**src/rtl/rnm_pkg.sv**
```systemverilog
// Package: shared class encoding for the rename map table.
// Assumes nothing beyond being compiled before the modules that import it.
package rnm_pkg;

    // Register class of an architectural index.
    typedef enum logic [1:0] {
        RC_INT  = 2'd0,
        RC_FP   = 2'd1,
        RC_MISC = 2'd2
    } rn_class_e;

endpackage

```
**src/rtl/rnm_decode.sv**
```systemverilog
// Module: rnm_decode
// Classifies one architectural index into integer, float or miscellaneous,
// gives its offset within its class, flags the class zero register and
// computes the pass-through physical index for miscellaneous registers.
// Assumes the index lies below N_LINT+N_LFP+N_MISC.
module rnm_decode
    import rnm_pkg::*;
#(
    parameter int N_LINT  = 8,
    parameter int N_LFP   = 8,
    parameter int N_PHYS  = 32,
    parameter int INT_ZERO = 0,
    parameter int FP_ZERO  = 8,
    parameter int AW      = 5,
    parameter int PW      = 6
) (
    input  logic [AW-1:0] arch,
    output rn_class_e     cls,
    output logic [AW-1:0] offset,
    output logic          is_zero,
    output logic [PW-1:0] misc_phys
);
    localparam logic [AW-1:0] LIM_INT = AW'(N_LINT);
    localparam logic [AW-1:0] LIM_ALL = AW'(N_LINT + N_LFP);
    localparam logic [AW-1:0] ZI      = AW'(INT_ZERO);
    localparam logic [AW-1:0] ZF      = AW'(FP_ZERO);
    localparam logic [PW-1:0] PHYS_P  = PW'(N_PHYS);
    localparam logic [PW-1:0] LALL_P  = PW'(N_LINT + N_LFP);

    // Class, in-class offset and zero flag.
    always_comb begin
        if (arch < LIM_INT) begin
            cls     = RC_INT;
            offset  = arch;
            is_zero = (arch == ZI);
        end else if (arch < LIM_ALL) begin
            cls     = RC_FP;
            offset  = arch - LIM_INT;
            is_zero = (arch == ZF);
        end else begin
            cls     = RC_MISC;
            offset  = arch - LIM_ALL;
            is_zero = 1'b0;
        end
    end

    // Fixed physical slot of a miscellaneous register.
    always_comb begin
        misc_phys = PW'(arch) - LALL_P + PHYS_P;
    end

endmodule

```
**src/rtl/rnm_map_bank.sv**
```systemverilog
// Module: rnm_map_bank
// Mapping storage for one renamed class: two combinational read ports and
// two write ports (set-entry port A has priority over rename port B).
// Reset loads entry i with BASE+i. Out-of-range indices read zero and
// are never written. Assumes DEPTH is a power of two, at least 2.
module rnm_map_bank #(
    parameter int DEPTH = 8,
    parameter int BASE  = 0,
    parameter int AW    = 5,
    parameter int PW    = 6
) (
    input  logic          clk,
    input  logic          rst_n,
    input  logic [AW-1:0] rd0_idx,
    output logic [PW-1:0] rd0_data,
    input  logic [AW-1:0] rd1_idx,
    output logic [PW-1:0] rd1_data,
    input  logic          wa_en,
    input  logic [AW-1:0] wa_idx,
    input  logic [PW-1:0] wa_data,
    input  logic          wb_en,
    input  logic [AW-1:0] wb_idx,
    input  logic [PW-1:0] wb_data
);
    localparam int            LIW = $clog2(DEPTH);
    localparam logic [AW-1:0] LIM = AW'(DEPTH);

    logic [PW-1:0] mem [DEPTH];

    // Read port 0 with range guard.
    always_comb begin
        rd0_data = '0;
        if (rd0_idx < LIM) rd0_data = mem[rd0_idx[LIW-1:0]];
    end

    // Read port 1 with range guard.
    always_comb begin
        rd1_data = '0;
        if (rd1_idx < LIM) rd1_data = mem[rd1_idx[LIW-1:0]];
    end

    // Reset to identity-with-base, then apply writes with port A first.
    always_ff @(posedge clk) begin
        if (!rst_n) begin
            for (int i = 0; i < DEPTH; i++) mem[i] <= PW'(BASE + i);
        end else begin
            for (int i = 0; i < DEPTH; i++) begin
                if (wa_en && wa_idx == AW'(i))
                    mem[i] <= wa_data;
                else if (wb_en && wb_idx == AW'(i))
                    mem[i] <= wb_data;
            end
        end
    end

    // The two write ports never aim at the same entry (collision stalls rename).
    p_ports_distinct_r11: assert property (@(posedge clk) disable iff (!rst_n)
        (wa_en && wb_en) |-> (wa_idx != wb_idx));

    // A set-entry write is visible on the next cycle.
    p_set_lands_r8: assert property (@(posedge clk) disable iff (!rst_n)
        (wa_en && wa_idx < LIM) |=> (mem[$past(wa_idx[LIW-1:0])] == $past(wa_data)));

endmodule

```
**src/rtl/rnm_free_min.sv**
```systemverilog
// Module: rnm_free_min
// Reports the smaller of two free-list occupancy counts.
// Assumes both counts share the width CW.
module rnm_free_min #(
    parameter int CW = 6
) (
    input  logic          clk,
    input  logic          rst_n,
    input  logic [CW-1:0] cnt_a,
    input  logic [CW-1:0] cnt_b,
    output logic [CW-1:0] cnt_min
);
    // Pick the smaller count.
    always_comb begin
        cnt_min = (cnt_a < cnt_b) ? cnt_a : cnt_b;
    end

    p_min_bound_r9: assert property (@(posedge clk) disable iff (!rst_n)
        (cnt_min <= cnt_a) && (cnt_min <= cnt_b) && ((cnt_min == cnt_a) || (cnt_min == cnt_b)));

endmodule

```
**src/rtl/rename_map_table.sv**
```systemverilog
// Module: rename_map_table
// Rename map for integer, float and miscellaneous registers in one
// architectural index space. One rename, one lookup and one set-entry
// per cycle. Rename results are combinational; map updates land at the
// next clock edge. Assumes the free-list heads are valid whenever their
// empty flags are low and that indices stay inside the declared ranges.
module rename_map_table
    import rnm_pkg::*;
#(
    parameter int N_LINT   = 8,
    parameter int N_LFP    = 8,
    parameter int N_MISC   = 4,
    parameter int N_PINT   = 16,
    parameter int N_PFP    = 16,
    parameter int INT_BASE = 0,
    parameter int FP_BASE  = 16,
    parameter int INT_ZERO = 0,
    parameter int FP_ZERO  = 8,
    parameter int CW       = 6,
    parameter int AW       = $clog2(N_LINT + N_LFP + N_MISC),
    parameter int PW       = $clog2(N_PINT + N_PFP + N_MISC)
) (
    input  logic          clk,
    input  logic          rst_n,
    input  logic          ren_valid,
    input  logic [AW-1:0] ren_arch,
    output logic [PW-1:0] ren_new,
    output logic [PW-1:0] ren_prev,
    output logic          ren_stall,
    input  logic          int_fl_empty,
    input  logic [PW-1:0] int_fl_reg,
    output logic          int_fl_pop,
    input  logic [CW-1:0] int_fl_count,
    input  logic          fp_fl_empty,
    input  logic [PW-1:0] fp_fl_reg,
    output logic          fp_fl_pop,
    input  logic [CW-1:0] fp_fl_count,
    input  logic [AW-1:0] lk_arch,
    output logic [PW-1:0] lk_phys,
    input  logic          set_valid,
    input  logic [AW-1:0] set_arch,
    input  logic [PW-1:0] set_phys,
    output logic [CW-1:0] free_count
);
    localparam int            N_PHYS = N_PINT + N_PFP;
    localparam logic [PW-1:0] FP_LO  = PW'(N_PINT);
    localparam logic [PW-1:0] FP_HI  = PW'(N_PHYS);

    rn_class_e     r_cls, l_cls, s_cls;
    logic [AW-1:0] r_off, l_off, s_off;
    logic          r_zero, l_zero, s_zero;
    logic [PW-1:0] r_misc, l_misc, s_misc;

    rnm_decode #(.N_LINT(N_LINT), .N_LFP(N_LFP), .N_PHYS(N_PHYS),
                 .INT_ZERO(INT_ZERO), .FP_ZERO(FP_ZERO), .AW(AW), .PW(PW))
        u_dec_ren (.arch(ren_arch), .cls(r_cls), .offset(r_off),
                   .is_zero(r_zero), .misc_phys(r_misc));

    rnm_decode #(.N_LINT(N_LINT), .N_LFP(N_LFP), .N_PHYS(N_PHYS),
                 .INT_ZERO(INT_ZERO), .FP_ZERO(FP_ZERO), .AW(AW), .PW(PW))
        u_dec_lk (.arch(lk_arch), .cls(l_cls), .offset(l_off),
                  .is_zero(l_zero), .misc_phys(l_misc));

    rnm_decode #(.N_LINT(N_LINT), .N_LFP(N_LFP), .N_PHYS(N_PHYS),
                 .INT_ZERO(INT_ZERO), .FP_ZERO(FP_ZERO), .AW(AW), .PW(PW))
        u_dec_set (.arch(set_arch), .cls(s_cls), .offset(s_off),
                   .is_zero(s_zero), .misc_phys(s_misc));

    logic          int_need, fp_need, collide;
    logic          int_set, fp_set;
    logic [PW-1:0] int_rd_ren, int_rd_lk, fp_rd_ren, fp_rd_lk;

    // Demand for a fresh register and collision with a same-register set.
    always_comb begin
        int_need = ren_valid && (r_cls == RC_INT) && !r_zero;
        fp_need  = ren_valid && (r_cls == RC_FP)  && !r_zero;
        collide  = set_valid && (s_cls != RC_MISC) && (set_arch == ren_arch);
        int_set  = set_valid && (s_cls == RC_INT);
        fp_set   = set_valid && (s_cls == RC_FP);
    end

    // Pops and stall.
    always_comb begin
        int_fl_pop = int_need && !int_fl_empty && !collide;
        fp_fl_pop  = fp_need  && !fp_fl_empty  && !collide;
        ren_stall  = (int_need && (int_fl_empty || collide)) ||
                     (fp_need  && (fp_fl_empty  || collide));
    end

    // Rename results.
    always_comb begin
        unique case (r_cls)
            RC_INT: begin
                ren_prev = int_rd_ren;
                ren_new  = r_zero ? PW'(ren_arch) : int_fl_reg;
            end
            RC_FP: begin
                ren_prev = fp_rd_ren;
                ren_new  = r_zero ? PW'(ren_arch) : fp_fl_reg;
            end
            default: begin
                ren_prev = r_misc;
                ren_new  = r_misc;
            end
        endcase
    end

    // Lookup result.
    always_comb begin
        unique case (l_cls)
            RC_INT:  lk_phys = int_rd_lk;
            RC_FP:   lk_phys = fp_rd_lk;
            default: lk_phys = l_misc;
        endcase
    end

    rnm_map_bank #(.DEPTH(N_LINT), .BASE(INT_BASE), .AW(AW), .PW(PW)) u_int_map (
        .clk(clk), .rst_n(rst_n),
        .rd0_idx(r_off), .rd0_data(int_rd_ren),
        .rd1_idx(l_off), .rd1_data(int_rd_lk),
        .wa_en(int_set), .wa_idx(s_off), .wa_data(set_phys),
        .wb_en(int_fl_pop), .wb_idx(r_off), .wb_data(int_fl_reg));

    rnm_map_bank #(.DEPTH(N_LFP), .BASE(FP_BASE), .AW(AW), .PW(PW)) u_fp_map (
        .clk(clk), .rst_n(rst_n),
        .rd0_idx(r_off), .rd0_data(fp_rd_ren),
        .rd1_idx(l_off), .rd1_data(fp_rd_lk),
        .wa_en(fp_set), .wa_idx(s_off), .wa_data(set_phys),
        .wb_en(fp_fl_pop), .wb_idx(r_off), .wb_data(fp_fl_reg));

    rnm_free_min #(.CW(CW)) u_free (
        .clk(clk), .rst_n(rst_n),
        .cnt_a(int_fl_count), .cnt_b(fp_fl_count), .cnt_min(free_count));

    p_one_pop_r1: assert property (@(posedge clk) disable iff (!rst_n)
        $onehot0({int_fl_pop, fp_fl_pop}));

    p_no_pop_empty_r10: assert property (@(posedge clk) disable iff (!rst_n)
        !(int_fl_pop && int_fl_empty) && !(fp_fl_pop && fp_fl_empty));

    p_stall_no_pop_r10: assert property (@(posedge clk) disable iff (!rst_n)
        ren_stall |-> !(int_fl_pop || fp_fl_pop));

    p_zero_no_pop_r5: assert property (@(posedge clk) disable iff (!rst_n)
        (ren_valid && r_zero) |-> !(int_fl_pop || fp_fl_pop || ren_stall));

    p_fp_range_r4: assert property (@(posedge clk) disable iff (!rst_n)
        fp_fl_pop |-> (fp_fl_reg >= FP_LO && fp_fl_reg < FP_HI));

    p_misc_pass_r6: assert property (@(posedge clk) disable iff (!rst_n)
        (ren_valid && r_cls == RC_MISC) |-> (ren_new == ren_prev && !ren_stall &&
                                              !int_fl_pop && !fp_fl_pop));

    p_collide_stall_r11: assert property (@(posedge clk) disable iff (!rst_n)
        (ren_valid && collide && !r_zero) |-> ren_stall);

endmodule

```
**config.mk**
```make
export PLATFORM = sky130hd
export DESIGN_NAME = rename_map_table
export DESIGN_NICKNAME = d
export VERILOG_FILES = /design/src/rtl/rnm_pkg.sv /design/src/rtl/rnm_decode.sv /design/src/rtl/rnm_map_bank.sv /design/src/rtl/rnm_free_min.sv /design/src/rtl/rename_map_table.sv
export SDC_FILE = /design/constraint.sdc
export NUM_CORES = 1
export LEC_CHECK = 0
export CAP_MARGIN = 20
export CORE_ASPECT_RATIO = 1.4
export CORE_MARGIN = 1
export CORE_UTILIZATION = 45
export CTS_BUF_LIST = sky130_fd_sc_hd__clkbuf_4
export DETAILED_ROUTE_END_ITERATION = 16
export GPL_TIMING_DRIVEN = 0
export PLACE_DENSITY = 0.76
export SLEW_MARGIN = 0
export SYNTH_ARGS = -nofsm -noshare
export SYNTH_HDL_FRONTEND = slang
export SYNTH_SLANG_ARGS = --single-unit
```
**constraint.sdc**
```tcl
create_clock -name clk -period 3 [get_ports clk]
set_clock_uncertainty 0.05 [all_clocks]
set_input_delay 0.75 -clock clk [delete_from_list [all_inputs] [get_ports clk]]
set_output_delay 0.75 -clock clk [all_outputs]
set_load 0.1 [all_outputs]
```
# Yosys cells after proc, flatten, opt, wreduce, memory -nomap -nowiden
# Memories as Yosys holds them, arrays and structs flattened.
# Cells that the tools add are included.
[totals] reg_bits=0 mem_bits_rw=96 inputBits=51 output_inout_bits=27 wordCells=301 mem_count=2
[memory_table] memory="u_fp_map.mem" depth=8 word_bits=6 read_ports=2 rd_clocked_by_memory_dff=0 wr=8 line_no="rnm_map_bank.sv:28" rtl="logic [PW-1:0] mem [DEPTH];"
[memory_table] memory="u_int_map.mem" depth=8 word_bits=6 read_ports=2 rd_clocked_by_memory_dff=0 wr=8 line_no="rnm_map_bank.sv:28"
[classes] add_sub_neg=10 order_cmp=9 eq_ne=20 n_mux=169 bitwise_logic=32 reduce_logical=59
[ops] op="6-bit two-way mux" count=39
[ops] op="1-bit two-way mux" count=115
[ops] op="1-bit logical AND" count=46
[ops] op="5-bit by 3-bit == test with 1-bit output, second input constant" count=8
[ops] op="6-bit one-hot mux with 2 select lines" count=3
[ops] op="1-bit bitwise OR" count=32
[ops] op="5-bit two-way mux" count=6
[ops] op="5-bit by 4-bit less-than comparator with 1-bit output, second input constant" count=5
[ops] op="5-bit by 2-bit == test with 1-bit output, second input constant" count=4
[ops] op="5-bit logical NOT" count=3
[ops] op="5-bit less-than comparator, second input constant" count=3
[ops] op="5-bit by 4-bit subtractor with 5-bit output, second input constant" count=3
[ops] op="5-bit subtractor, second input constant" count=3
[ops] op="6-bit adder, second input constant" count=2
[ops] op="2-bit two-way mux" count=6
[ops] op="5-bit by 5-bit subtractor with 6-bit output, second input constant" count=2
[ops] op="5-bit by 1-bit == test with 1-bit output, second input constant" count=2
[ops] op="2-bit by 1-bit == test with 1-bit output, second input constant" count=3
[ops] op="2-bit logical NOT" count=3
[ops] op="6-bit less-than comparator" count=1
[ops] op="5-bit by 4-bit == test with 1-bit output, second input constant" count=1
[ops] op="5-bit == test" count=1
[ops] op="1-bit logical NOT" count=4
[ops] op="1-bit logical OR" count=3
[ops] op="2-bit inequality test, second input constant" count=1

# Logic depth before layout (Yosys ltp)
[depth] word_depth=14 depth_mapped=9 ltp_nobuf=6

# Modules after synthesis
# Synthesis repeated with hierarchy kept, for this count alone.
[unflattened] cells_unflattened=657 hier_area_um2=7526.0
[modules_own_cells] mod="rnm_map_bank at u_fp_map" n_inst=1 cells_each=246 area_each_um2=3256.9 seq_area_each_um2=1441.4
[modules_own_cells] mod="rnm_map_bank at u_int_map" n_inst=1 cells_each=261 area_each_um2=3196.8 seq_area_each_um2=1441.4
[modules_own_cells] mod="rename_map_table" n_inst=1 cells_each=82 area_each_um2=550.5 seq_area_each_um2=0.0
[modules_own_cells] mod="rnm_decode" n_inst=3 cells_each=15 area_each_um2=107.6 seq_area_each_um2=0.0
[modules_own_cells] mod="rnm_free_min" n_inst=1 cells_each=23 area_each_um2=198.9 seq_area_each_um2=0.0

# Least setup slack after synthesis
# No wires, ideal clock.
[synth_timing] kind="input to output" startpoint="in lk_arch[0]" endpoint="out lk_phys[1]" t_arrival_ns=5.000 required_time_ns=2.200 path_slack_ns=-2.800 cell_stages=5 n_path_buf=3 path_cell_list="buf_2 -> buf_4 -> buf_2 -> mux2i_1 -> o311ai_0"
[synth_between] elab_chain_len=6 elab_cells_between_ends=18 classes_between="add/sub: 4; order compare: 3; eq/ne: 1; mux: 7; reduce/logical: 1; memory: 2"
[synth_rtl] item="start: declaration" line_no="rename_map_table.sv:38" rtl="input logic [AW-1:0] lk_arch,"
[synth_rtl] item="5-bit subtractor, or another cell as far along" line_no="rnm_decode.sv:42" rtl="offset = arch - LIM_ALL;"
[synth_rtl] item="5-bit two-way mux" line_no="rnm_decode.sv:36" rtl="end else if (arch < LIM_ALL) begin"
[synth_rtl] item="5-bit two-way mux" line_no="rnm_decode.sv:32" rtl="if (arch < LIM_INT) begin"
[synth_rtl] item="5-bit by 4-bit less-than comparator with 1-bit output / memory read 8 x 6 bit (equally long branches)"
[synth_rtl] item="6-bit two-way mux" line_no="rnm_map_bank.sv:39" rtl="if (rd1_idx < LIM) rd1_data = mem[rd1_idx[LIW-1:0]];"
[synth_rtl] item="6-bit one-hot mux with 2 select lines *" line_no="rename_map_table.sv:110" rtl="unique case (l_cls)"
[synth_rtl] item="end: declaration" line_no="rename_map_table.sv:39" rtl="output logic [PW-1:0] lk_phys,"
# Mark *: on every way between the ends. The rest lies on a longest branch, timed or not.

# Worst setup path in the final report
[layout_timing] startpoint="in lk_arch[0]" endpoint="out lk_phys[4]"
# The elaborated chain is that of the path after synthesis.

==> parameters.txt <==
Parameter                              Value

Route
  DR WL/cell    about 29 um
  Avg Vias per Cell    6.809
  Initial DRC count    between 600 and 700
  Final routed wirelength across all metal layers    ~24 mm
  Total vias in the final route    approximately 5,600
  Pre-antenna DRT Iters    5
  Detail Route Antenna Nets    0
  Number of design rule violations left after detail routing    0

Floorplanning
  Vertical die dimension    ~140 um
  IO Pins    78
  Initial cell density of the core    between 40% and 50%
  Area inside the core boundary    13,970 sq um
  Total Die Area    roughly 15,000 sq um
  Die Span X    103.2 um
  # rows    around 50

Status
  Violations in the final reports    negative setup slack
  Status    finished with violations

Logic synthesis
  Synth Net Count    591
  Register area share after synthesis    roughly 45%
  Synthesized instance count    between 500 and 600
  Synth unique cells    slightly below 60
  Post-synth top flop    sky130_fd_sc_hd__edfxtp_1
  Synth Cell Area    roughly 6500 sq um
  EDFF count, synth    between 90 and 100
  Number of warnings issued by yosys    0
  Mean instance size in the synthesized netlist    ~12 sq um
  Asr flop ratio synth    0%
  Post-synthesis register bit count    96

Pwr
  Leak pwr    ~0.003 uW
  Max rail drop VDD    approximately 180 uV
  Power density relative to cell area    slightly above 400 nW/um^2

Timing
  Fin worst setup slack    -0.2290 ns
  Total of endpoints with negative setup slack in the final report    12
  Pin slew with the least headroom to its limit    about 0.80 ns
  Unrepaired setup endpoints after global routing    yes
  Worst slew margin relative to its limit    ~47%
  Number of hold violations in the final report    0
  Fraction of the cycle the final worst path needs    107.6%
  Setup TNS    -1.794 ns
  Post-layout min period    ~3.2 ns
  Fmax    about 0.31 GHz
  Max Transition Viols Final    0

Final layout
  Finished layout cell area    8695 sq um
  Synth-to-Final Area Change    34.64%
  Net count of the finished layout    692
  Fraction of layout instances using a drive strength above 1    around 38%

Worst setup path
  Critical Path Start Type    input pin
  Largest stage delay on the critical path    0.56 ns
  Delay-heaviest family, CP    multiplexers
  Crit path cell chain    buf_16 > buf_12 > mux4_2 > mux4_2 > nor2b_4 > buf_12
  Category of the critical setup timing path    input pin to primary output
  Worst path slowest cell    sky130_fd_sc_hd__mux4_2
  Worst endpoint data arrival time    ~2.4 ns
  Maximum fanout along the worst path    8
  Req. time, crit path    ~2.2 ns
  Count of buffer and inverter cells on the critical path    3
  Sort of element at the end of the critical path    primary output

CTS
  Sink count of the clock tree    between 90 and 100
  Hold-fix buffers, CTS    0
  Number of levels the H-tree was split into    3
  CTS tree    built
  Maximum count of clock buffers along a single path    2
  Clock-pin transition on the worst setup and hold timing paths    about 0.15 ns
  Number of buffers created by CTS    9
  Root buffer cell    sky130_fd_sc_hd__clkbuf_4

Global routing
  Residual overflow from global routing    0
  Via count of the first global-routing pass    ~5,600
  Largest net degree at the start of global routing    16
  Global-route wire length before repair    about 35 mm
  Aggregate global-route resource usage    about a third
  Number of antenna violations at the first check in global routing    1

Place
  Final GP Congestion    between 1 and 1.5
  Cell area reported after detailed placement    roughly 7600 sq um
  Port Buffers    63
  Post-detailed-placement half-perimeter wirelength    ~18 mm

Worst hold path
  Hold Crit Class    input pin to flop

Run
  Number of max-cap violations    0
## cells by family (layout without fill, tap and decap cells)
kind of cell | count (synthesis) | count (layout) | share of synthesized area (%)
and+or+nand+nor | 173 | 173 | 13.62
AOI/OAI and AO/OA | 115 | 115 | 13.12
DFF | 96 | 96 | 44.64
muxes | 86 | 86 | 23.19
buffers and inverters | 56 | 162 | 3.914
adders and majority gates | 5 | 5 | 0.9688
xor gates and xnor gates | 4 | 4 | 0.5425
other | 0 | 1 | 0
## path summary, 6_finish.rpt
kind                         from                  to  slack [ns]  cells past startpoint
worst max-delay path   lk_arch[0]          lk_phys[4]       -0.23                      6
worst min-delay path  set_arch[2]  u_fp_map.mem[0][4]        0.73                      3
## cells in the final DEF (no fill, tap or decap), types with 14 or more instances in the layout
cell / n
sky130_fd_sc_hd__buf_12: 31
sky130_fd_sc_hd__buf_4: 23
sky130_fd_sc_hd__clkdlybuf4s50_1: 18
sky130_fd_sc_hd__edfxtp_1: 96
sky130_fd_sc_hd__mux2i_1: 18
sky130_fd_sc_hd__mux4_2: 50
sky130_fd_sc_hd__nand2_1: 55
sky130_fd_sc_hd__nand2b_1: 14
sky130_fd_sc_hd__nand3_1: 19
sky130_fd_sc_hd__nor2_1: 21
sky130_fd_sc_hd__o211ai_1: 14
sky130_fd_sc_hd__o22ai_1: 18
## through the flow
step | setup slack (ns) | total power (uW) | instances | hold slack, ns | utilization [%]
3_5_place_dp | -2.038 | 2676 | 783 | 1.206 | 54.65
4_1_cts | -0.2139 | 3476 | 823 | 0.7229 | 61.61
6_report | -0.2290 | 3531 | 827 | 0.7342 | 62.22
3_3_place_gp | -2.047 | 2651 | 783 | 1.216 | 54.65
2_1_floorplan | -0.2601 | 2351 | 535 | 0.8944 | -
5_1_grt | -0.2491 | 3603 | 827 | 0.7455 | 62.22
## synth_stat cells (7+ instances only)
cell	number	area share, %
sky130_fd_sc_hd__edfxtp_1	96	45
sky130_fd_sc_hd__nand2_1	57	3.3
sky130_fd_sc_hd__mux4_2	50	17
sky130_fd_sc_hd__mux2i_1	27	4.2
sky130_fd_sc_hd__nor2_1	23	1.3
sky130_fd_sc_hd__nand3_1	21	1.6
sky130_fd_sc_hd__o22ai_1	18	1.7
sky130_fd_sc_hd__clkbuf_1	16	0.93
sky130_fd_sc_hd__nand2b_1	15	1.5
sky130_fd_sc_hd__o21ai_0	15	1.2
sky130_fd_sc_hd__o211ai_1	14	1.6
sky130_fd_sc_hd__buf_2	13	1.0
sky130_fd_sc_hd__nor2b_1	13	1.3
sky130_fd_sc_hd__and2_1	12	1.2
sky130_fd_sc_hd__inv_1	12	0.70
sky130_fd_sc_hd__a21oi_1	10	0.78
sky130_fd_sc_hd__o2bb2ai_1	10	1.4
sky130_fd_sc_hd__mux2_2	9	1.6
sky130_fd_sc_hd__o22a_1	9	1.2
sky130_fd_sc_hd__nor3_1	8	0.62
sky130_fd_sc_hd__a22o_1	7	0.95
## power breakdown
group	total, uW	switching [uW]	leakage (uW)	internal [uW]
clock	645	445	0.0000598	200
sequential	1620	53.0	0.000932	1570
combinational	1270	741	0.00210	525
total	3530	1240	0.00309	2290
## final cells by class
class                      instances  area, sq um
antenna                            1        2.502
buffer                            42        424.2
clock buffer                      12        90.09
clock inverter                     4        31.28
fill                            1056         5280
inverter                          14        65.06
multi-input combinational        383         3844
sequential                        96         2883
tap                              185        231.5
timing repair buffer              90         1124
## sequential cells by signal (all words and copies together) (netlist names)
name           cells
u_fp_map.mem      48
u_int_map.mem     48
## what timing repair did
item | CTS | global route
setup buffers | 20 | 4
resized for setup | 367 | 26
endpoints found under the setup margin | 27 | 63
cloned | 4 | 0
pin swaps | 18 | 9
## metal layers
layer	track usage, %	share of wire [%]	vias up
li1	-	-	2337
met1	38.16	33	2708
met2	56.60	50	469
met3	5.934	8.9	117
met4	24.31	8.1	0
met5	0	0	-
(Power assumes the default switching activity.)
